==> src/rtl/iha_pkg.sv <==
package iha_pkg;

   typedef struct packed {
      logic c;
      logic s;
   } iha_pair_t;

   function automatic iha_pair_t iha_half_add(input logic x, input logic y);
      iha_pair_t r;
      r.s = x ^ y;
      r.c = x & y;
      return r;
   endfunction

endpackage

==> src/rtl/iha_cell.sv <==
module iha_cell
   import iha_pkg::*;
(
   input  logic clk,
   input  logic rst_n,
   input  logic sel,
   input  logic opa,
   input  logic opb,
   input  logic cin,
   output logic s_q,
   output logic c_q
);

   logic      x_in;
   logic      y_in;
   iha_pair_t hp;

   // Select 0 routes the operand bits; select 1 routes the feedback paths.
   always_comb begin
      x_in = sel ? s_q : opa;
      y_in = sel ? cin : opb;
      hp   = iha_half_add(x_in, y_in);
   end

   always_ff @(posedge clk or negedge rst_n) begin
      if (!rst_n) begin
         s_q <= 1'b0;
         c_q <= 1'b0;
      end else begin
         s_q <= hp.s;
         c_q <= hp.c;
      end
   end

endmodule

==> src/rtl/iha_done.sv <==
module iha_done #(
   parameter int WIDTH = 8
) (
   input  logic             clk,
   input  logic             rst_n,
   input  logic             req,
   input  logic [WIDTH-1:0] carry,
   output logic             done
);

   logic any_carry;

   assign any_carry = |carry;

   always_ff @(posedge clk or negedge rst_n) begin
      if (!rst_n) done <= 1'b0;
      else        done <= req & ~any_carry;
   end

endmodule

==> src/rtl/iter_ha_adder.sv <==
module iter_ha_adder #(
   parameter int WIDTH = 8
) (
   input  logic             clk,
   input  logic             rst_n,
   input  logic             req,
   input  logic [WIDTH-1:0] op_a,
   input  logic [WIDTH-1:0] op_b,
   output logic [WIDTH-1:0] sum,
   output logic             cout,
   output logic             done
);

   localparam int TOP = WIDTH - 1;

   if (WIDTH < 2) begin : g_width_check
      $error("iter_ha_adder: WIDTH must be at least 2");
   end

   logic [WIDTH-1:0] carry_q;   // carry_q[i] is the carry leaving bit i
   logic [WIDTH-1:0] cin_vec;   // carry entering each bit
   logic             cout_q;

   assign cin_vec = {carry_q[TOP-1:0], 1'b0};

   for (genvar i = 0; i < WIDTH; i++) begin : g_bit
      iha_cell u_cell (
         .clk   (clk),
         .rst_n (rst_n),
         .sel   (req),
         .opa   (op_a[i]),
         .opb   (op_b[i]),
         .cin   (cin_vec[i]),
         .s_q   (sum[i]),
         .c_q   (carry_q[i])
      );
   end

   // Sticky carry-out: absorbs the top carry on each iteration.
   always_ff @(posedge clk or negedge rst_n) begin
      if (!rst_n)              cout_q <= 1'b0;
      else if (!req)           cout_q <= 1'b0;
      else if (carry_q[TOP])   cout_q <= 1'b1;
   end

   assign cout = cout_q;

   iha_done #(.WIDTH(WIDTH)) u_done (
      .clk   (clk),
      .rst_n (rst_n),
      .req   (req),
      .carry (carry_q),
      .done  (done)
   );

endmodule

==> config.mk <==
export PLATFORM = sky130hd
export DESIGN_NAME = iter_ha_adder
export DESIGN_NICKNAME = d
export VERILOG_FILES = /design/src/rtl/iha_pkg.sv /design/src/rtl/iha_cell.sv /design/src/rtl/iha_done.sv /design/src/rtl/iter_ha_adder.sv
export SDC_FILE = /design/constraint.sdc
export NUM_CORES = 1
export LEC_CHECK = 0
export ABC_AREA = 1
export BUFFER_PORTS_ARGS = -buffer_cell sky130_fd_sc_hd__buf_2
export CORE_MARGIN = 1.5
export CORE_UTILIZATION = 25
export CTS_CLUSTER_DIAMETER = 60
export DETAILED_ROUTE_END_ITERATION = 12
export PLACE_DENSITY = 0.51
export SLEW_MARGIN = 20
export SYNTH_ARGS = -nofsm -noshare
export SYNTH_HDL_FRONTEND = slang
export SYNTH_SLANG_ARGS = --single-unit
==> constraint.sdc <==
create_clock -name clk -period 1.1 [get_ports clk]
set_input_delay 0.055 -clock clk [delete_from_list [all_inputs] [get_ports clk]]
set_output_delay 0.055 -clock clk [all_outputs]
set_load 0.01 [all_outputs]
Word-level counts from Yosys, hierarchy flattened
Index checks and enable logic that the tools add are counted.
{"block": "op_classes", "eq_ne": 1, "bitwise": 18, "n_mux": 18, "reduce_logical": 1}
{"cell": "$mux W1", "count": 18}
{"cell": "$and A1 B1 Y1", "count": 9}
{"cell": "$reduce_or A8 Y1", "count": 1}
{"cell": "$xor A1 B1 Y1", "count": 8}
{"cell": "$ne A2 B1 Y1 const B", "count": 1}
{"cell": "$not A1 Y1", "count": 1}
{"block": "word_totals", "register_bits": 18, "wordCells": 56, "output_inout_bits": 10, "inputBits": 19}

Depth between registers and ports, before layout
{"block": "depth", "ltp_word": 3, "ltp_mapped": 6, "mapped_depth_nobuf": 4}

By module
A second synthesis with hierarchy kept.
{"block": "hier_totals", "hier_cells": 95, "hier_area_um2": 810.8}
{"module": "iha_cell", "instances": 8, "seq_area_each_um2": 50.0, "cells_per_inst": 10, "area_each_um2": 88.8}
{"module": "iha_done", "instances": 1, "seq_area_each_um2": 25.0, "cells_per_inst": 10, "area_each_um2": 60.1}
{"module": "iter_ha_adder", "instances": 1, "seq_area_each_um2": 25.0, "cells_per_inst": 5, "area_each_um2": 40.0}

Worst setup path after synthesis
Ideal clock, no wire load.
{"block": "synth_timing", "path_type": "flip-flop to flip-flop", "start": "register g_bit[4].u_cell.c_q", "end": "register g_bit[5].u_cell.s_q", "t_arrival_ns": 0.777, "slack_ns": 0.197, "stages_incl_launch_ff": 4, "synth_period_minus_slack_ns": 0.903, "required_ns": 0.974, "path_buffers": 0, "setup_ns": 0.126, "path_cell_list": "dfrtp_1 > nor2_4 > nor2_1 > ha_1"}
{"item": "start: declaration", "line_no": "iha_cell.sv:11", "source": "output logic c_q"}
{"item": "start signal: assignment", "line_no": "iha_cell.sv:31", "source": "c_q <= hp.c;"}
{"item": "end signal: assignment", "line_no": "iha_cell.sv:30", "source": "s_q <= hp.s;"}
{"item": "end: declaration", "line_no": "iha_cell.sv:10", "source": "output logic s_q,"}

==> flow_summary.json <==
{
  "rows": 21,
  "yosys_register_bits": 18,
  "pwr-share-clk": 0.224,
  "synth.mux.area_fraction": 0,
  "slew_violations": 0,
  "hp-class": "in2reg",
  "worstMarginPinSlew_ns": 0.406,
  "firstDrtPassIters": 4,
  "yosysUniqueCellTypes": 13,
  "grt_use_total": 0.0977,
  "io_buffers": 28,
  "cts-buffers-inserted": 3,
  "synth-simple-area-share": 0.259,
  "critPathMaxFanout": 2,
  "die_area_sq_um": 3950,
  "p_leak_nw": 0.600,
  "ir_worst_vdd_v": 0.000320,
  "syn-num-nets": 121,
  "vias": 640,
  "synth.cell_area_sq_um": 895,
  "required_ns": 1.28,
  "cap_violations": 0,
  "syn_inst": 94,
  "comb_power_share": 0.225,
  "crit_path_start_kind": "flip-flop",
  "p_switching_w": 0.000432,
  "grt_overflow": 0,
  "vias_per_cell": 3.93,
  "hp-start": "op_b[4]",
  "clk_latency_ns": 0.29,
  "die_h_um": 62.8,
  "yosysTopAreaCell": "dfrtp_1",
  "cts_max_path_buffers": 2,
  "postRouteAntennaNets": 0,
  "power.internal_w": 0.00102,
  "finalSetupViolations": 0,
  "die_x_um": 62.8,
  "layout_min_cycle_time_ns": 0.947,
  "yosys-top-cells-area": "dfrtp_1, nand2_1, ha_1",
  "crit_family": "flip-flops",
  "finalHoldViolCount": 0,
  "rr_endpoint": "g_bit[5].u_cell.s_q",
  "finalCritPeriodShare": 0.861,
  "syn_avg_cell_area_sq_um": 9.52,
  "cts_root_buf": "clkbuf_4",
  "drc": 0,
  "synth_top_family_by_area": "simple AND/OR/NAND/NOR gates",
  "io_pins": 29,
  "place.gp.congestion": 0.768,
  "tritoncts": "yes",
  "drive_above_1_share": 0.342,
  "status": "finished, final reports clean",
  "routed_wirelength_um": 1720,
  "power_density_nw_per_um2": 1390,
  "layout_commonest_cell": "nand2_1",
  "fmax_mhz": 1060,
  "first_global_vias": 692,
  "seqPwrFrac": 0.550,
  "mostFrequentLayoutCells": "nand2_1, buf_2, dfrtp_1",
  "nNetsFinal": 146,
  "rsz0062_at_grt": "no",
  "antenna_found_initial": 0,
  "end_kind": "flip-flop",
  "p_sw_frac": 0.297,
  "synth_top_area_frac": 0.503,
  "min_to": "g_bit[4].u_cell.s_q",
  "critPathKind": "reg2reg",
  "yosysSeqAreaShare": 0.503,
  "cts.repair.resized": 0,
  "power.total_w": 0.00146,
  "clock_skew_ns": 0.00575,
  "r2r_cells": 3,
  "relSlewSlack": 0.729,
  "start_util": 0.264,
  "ys_warn_count": 0,
  "synthAdderAreaFrac": 0.112,
  "synth-xor-area-share": 0,
  "drtIter0Drc": 16,
  "routedWlPerCell_um": 10.5,
  "cpPeakStageDelay_ns": 0.41,
  "cts.sinks": 18,
  "cpMaxStageDelayCell": "dfrtp_1",
  "antennaDiodeCount": 0,
  "syn_to_final_growth_pct": 16.9,
  "core_area_sq_um": 3390,
  "synth_compound_area_frac": 0,
  "crit_chain": "nor2_4 > nor2_1 > ha_1",
  "arrival_ns": 1.13,
  "hold_depth": 4,
  "dp.final_hpwl_um": 1360,
  "timing.rr.start": "g_bit[4].u_cell.c_q",
  "grt_max_degree": 19,
  "htreeDepth": 1,
  "r2r_slack_ns": 0.15,
  "path_buf_inv": 0,
  "grt_pass1_wl_um": 3040,
  "cts_setup_buffers": 0,
  "fin_setup_tns_ns": 0,
  "path_clk_slew_ns": 0.11
}
==> metal layers <==
metal,track usage,part of all wire,vias to the layer above
met2,0.173,0.54,16
met4,0.0417,0,0
met3,0.0216,0.040,0
li1,-,-,328
met5,0,0,-
met1,0.112,0.42,296
==> cell type report <==
class                   instances  area, sq um
fillers                       374         2340
flip-flops and latches         18          450
multi-input cells              62          332
repair buffers                 31          165
well taps                      46         57.6
clock buffers                   3         22.5
inverters                       3         18.8
==> synth_stat cells <==
cell type  number
buf_4           9
buf_6           1
buf_8           1
dfrtp_1        18
ha_1            8
inv_1           2
inv_8           1
nand2_1        41
nand2_2         2
nand3_2         1
nor2_1          7
nor2_2          1
nor2_4          2
==> metrics by stage <==
| stage | hold slack, ns | instance area [sq um] | utilization | std cells | worst slack, ns |
|---|---|---|---|---|---|
| 2_1_floorplan | -0.241 | 895 | - | 94 | 0.197 |
| 3_3_place_gp | 0.00553 | 1010 | 0.299 | 159 | 0.191 |
| 3_5_place_dp | 0.0104 | 1010 | 0.299 | 159 | 0.161 |
| 4_1_cts | 0.0741 | 1050 | 0.309 | 163 | 0.153 |
| 5_1_grt | 0.0748 | 1050 | 0.309 | 163 | 0.116 |
| 6_report | 0.0768 | 1050 | 0.309 | 163 | 0.153 |
==> worst reg2reg max path: cells and delay by family (launching register included) <==
| kind | cells | cell delay, ns |
|---|---|---|
| DFF | 1 | 0.41 |
| adders and majority gates | 1 | 0.27 |
| and+or+nand+nor | 2 | 0.18 |
==> flip-flops by register name, summed over array words and instances (netlist names) <==
name              flops
g_bit.u_cell.s_q      8
u_done.done           1
cout                  1
g_bit.u_cell.c_q      8
==> power by group through the flow <==
| stage | clock (W) | combinational, W | sequential (W) |
|---|---|---|---|
| finish | 0.000327 | 0.000328 | 0.000801 |
| global route | 0.000369 | 0.000383 | 0.000816 |
| CTS | 0.000339 | 0.000339 | 0.000803 |
| detailed placement | 0 | 0.000336 | 0.000816 |
| global placement | 0 | 0.000319 | 0.000811 |
| floorplan | 0 | 0.000272 | 0.000808 |
==> logic make-up (layout without fill, tap and decap cells) <==
logic type / count (synthesis) / count (layout)
and+or+nand+nor: 54 / 54
DFF: 18 / 18
buffers and inverters: 14 / 37
adders and majority gates: 8 / 8
==> worst max-delay path by stage <==
stage | from | to | slack (ns) | cells after the start
after global placement | g_bit[4].u_cell.c_q | g_bit[5].u_cell.s_q | 0.19 | 3
after detailed placement | g_bit[4].u_cell.c_q | g_bit[5].u_cell.s_q | 0.16 | 3
after global routing | g_bit[4].u_cell.c_q | g_bit[5].u_cell.s_q | 0.12 | 3
after floorplan | g_bit[4].u_cell.c_q | g_bit[5].u_cell.s_q | 0.20 | 3
final | g_bit[4].u_cell.c_q | g_bit[5].u_cell.s_q | 0.15 | 3
after CTS | g_bit[4].u_cell.c_q | g_bit[5].u_cell.s_q | 0.15 | 3
==> timing repair <==
item,4_1_cts,5_1_grt
hold buffers,1,0
hold endpoints to repair,18,0
endpoints found under the setup margin,0,0
(Power assumes the default switching activity.)
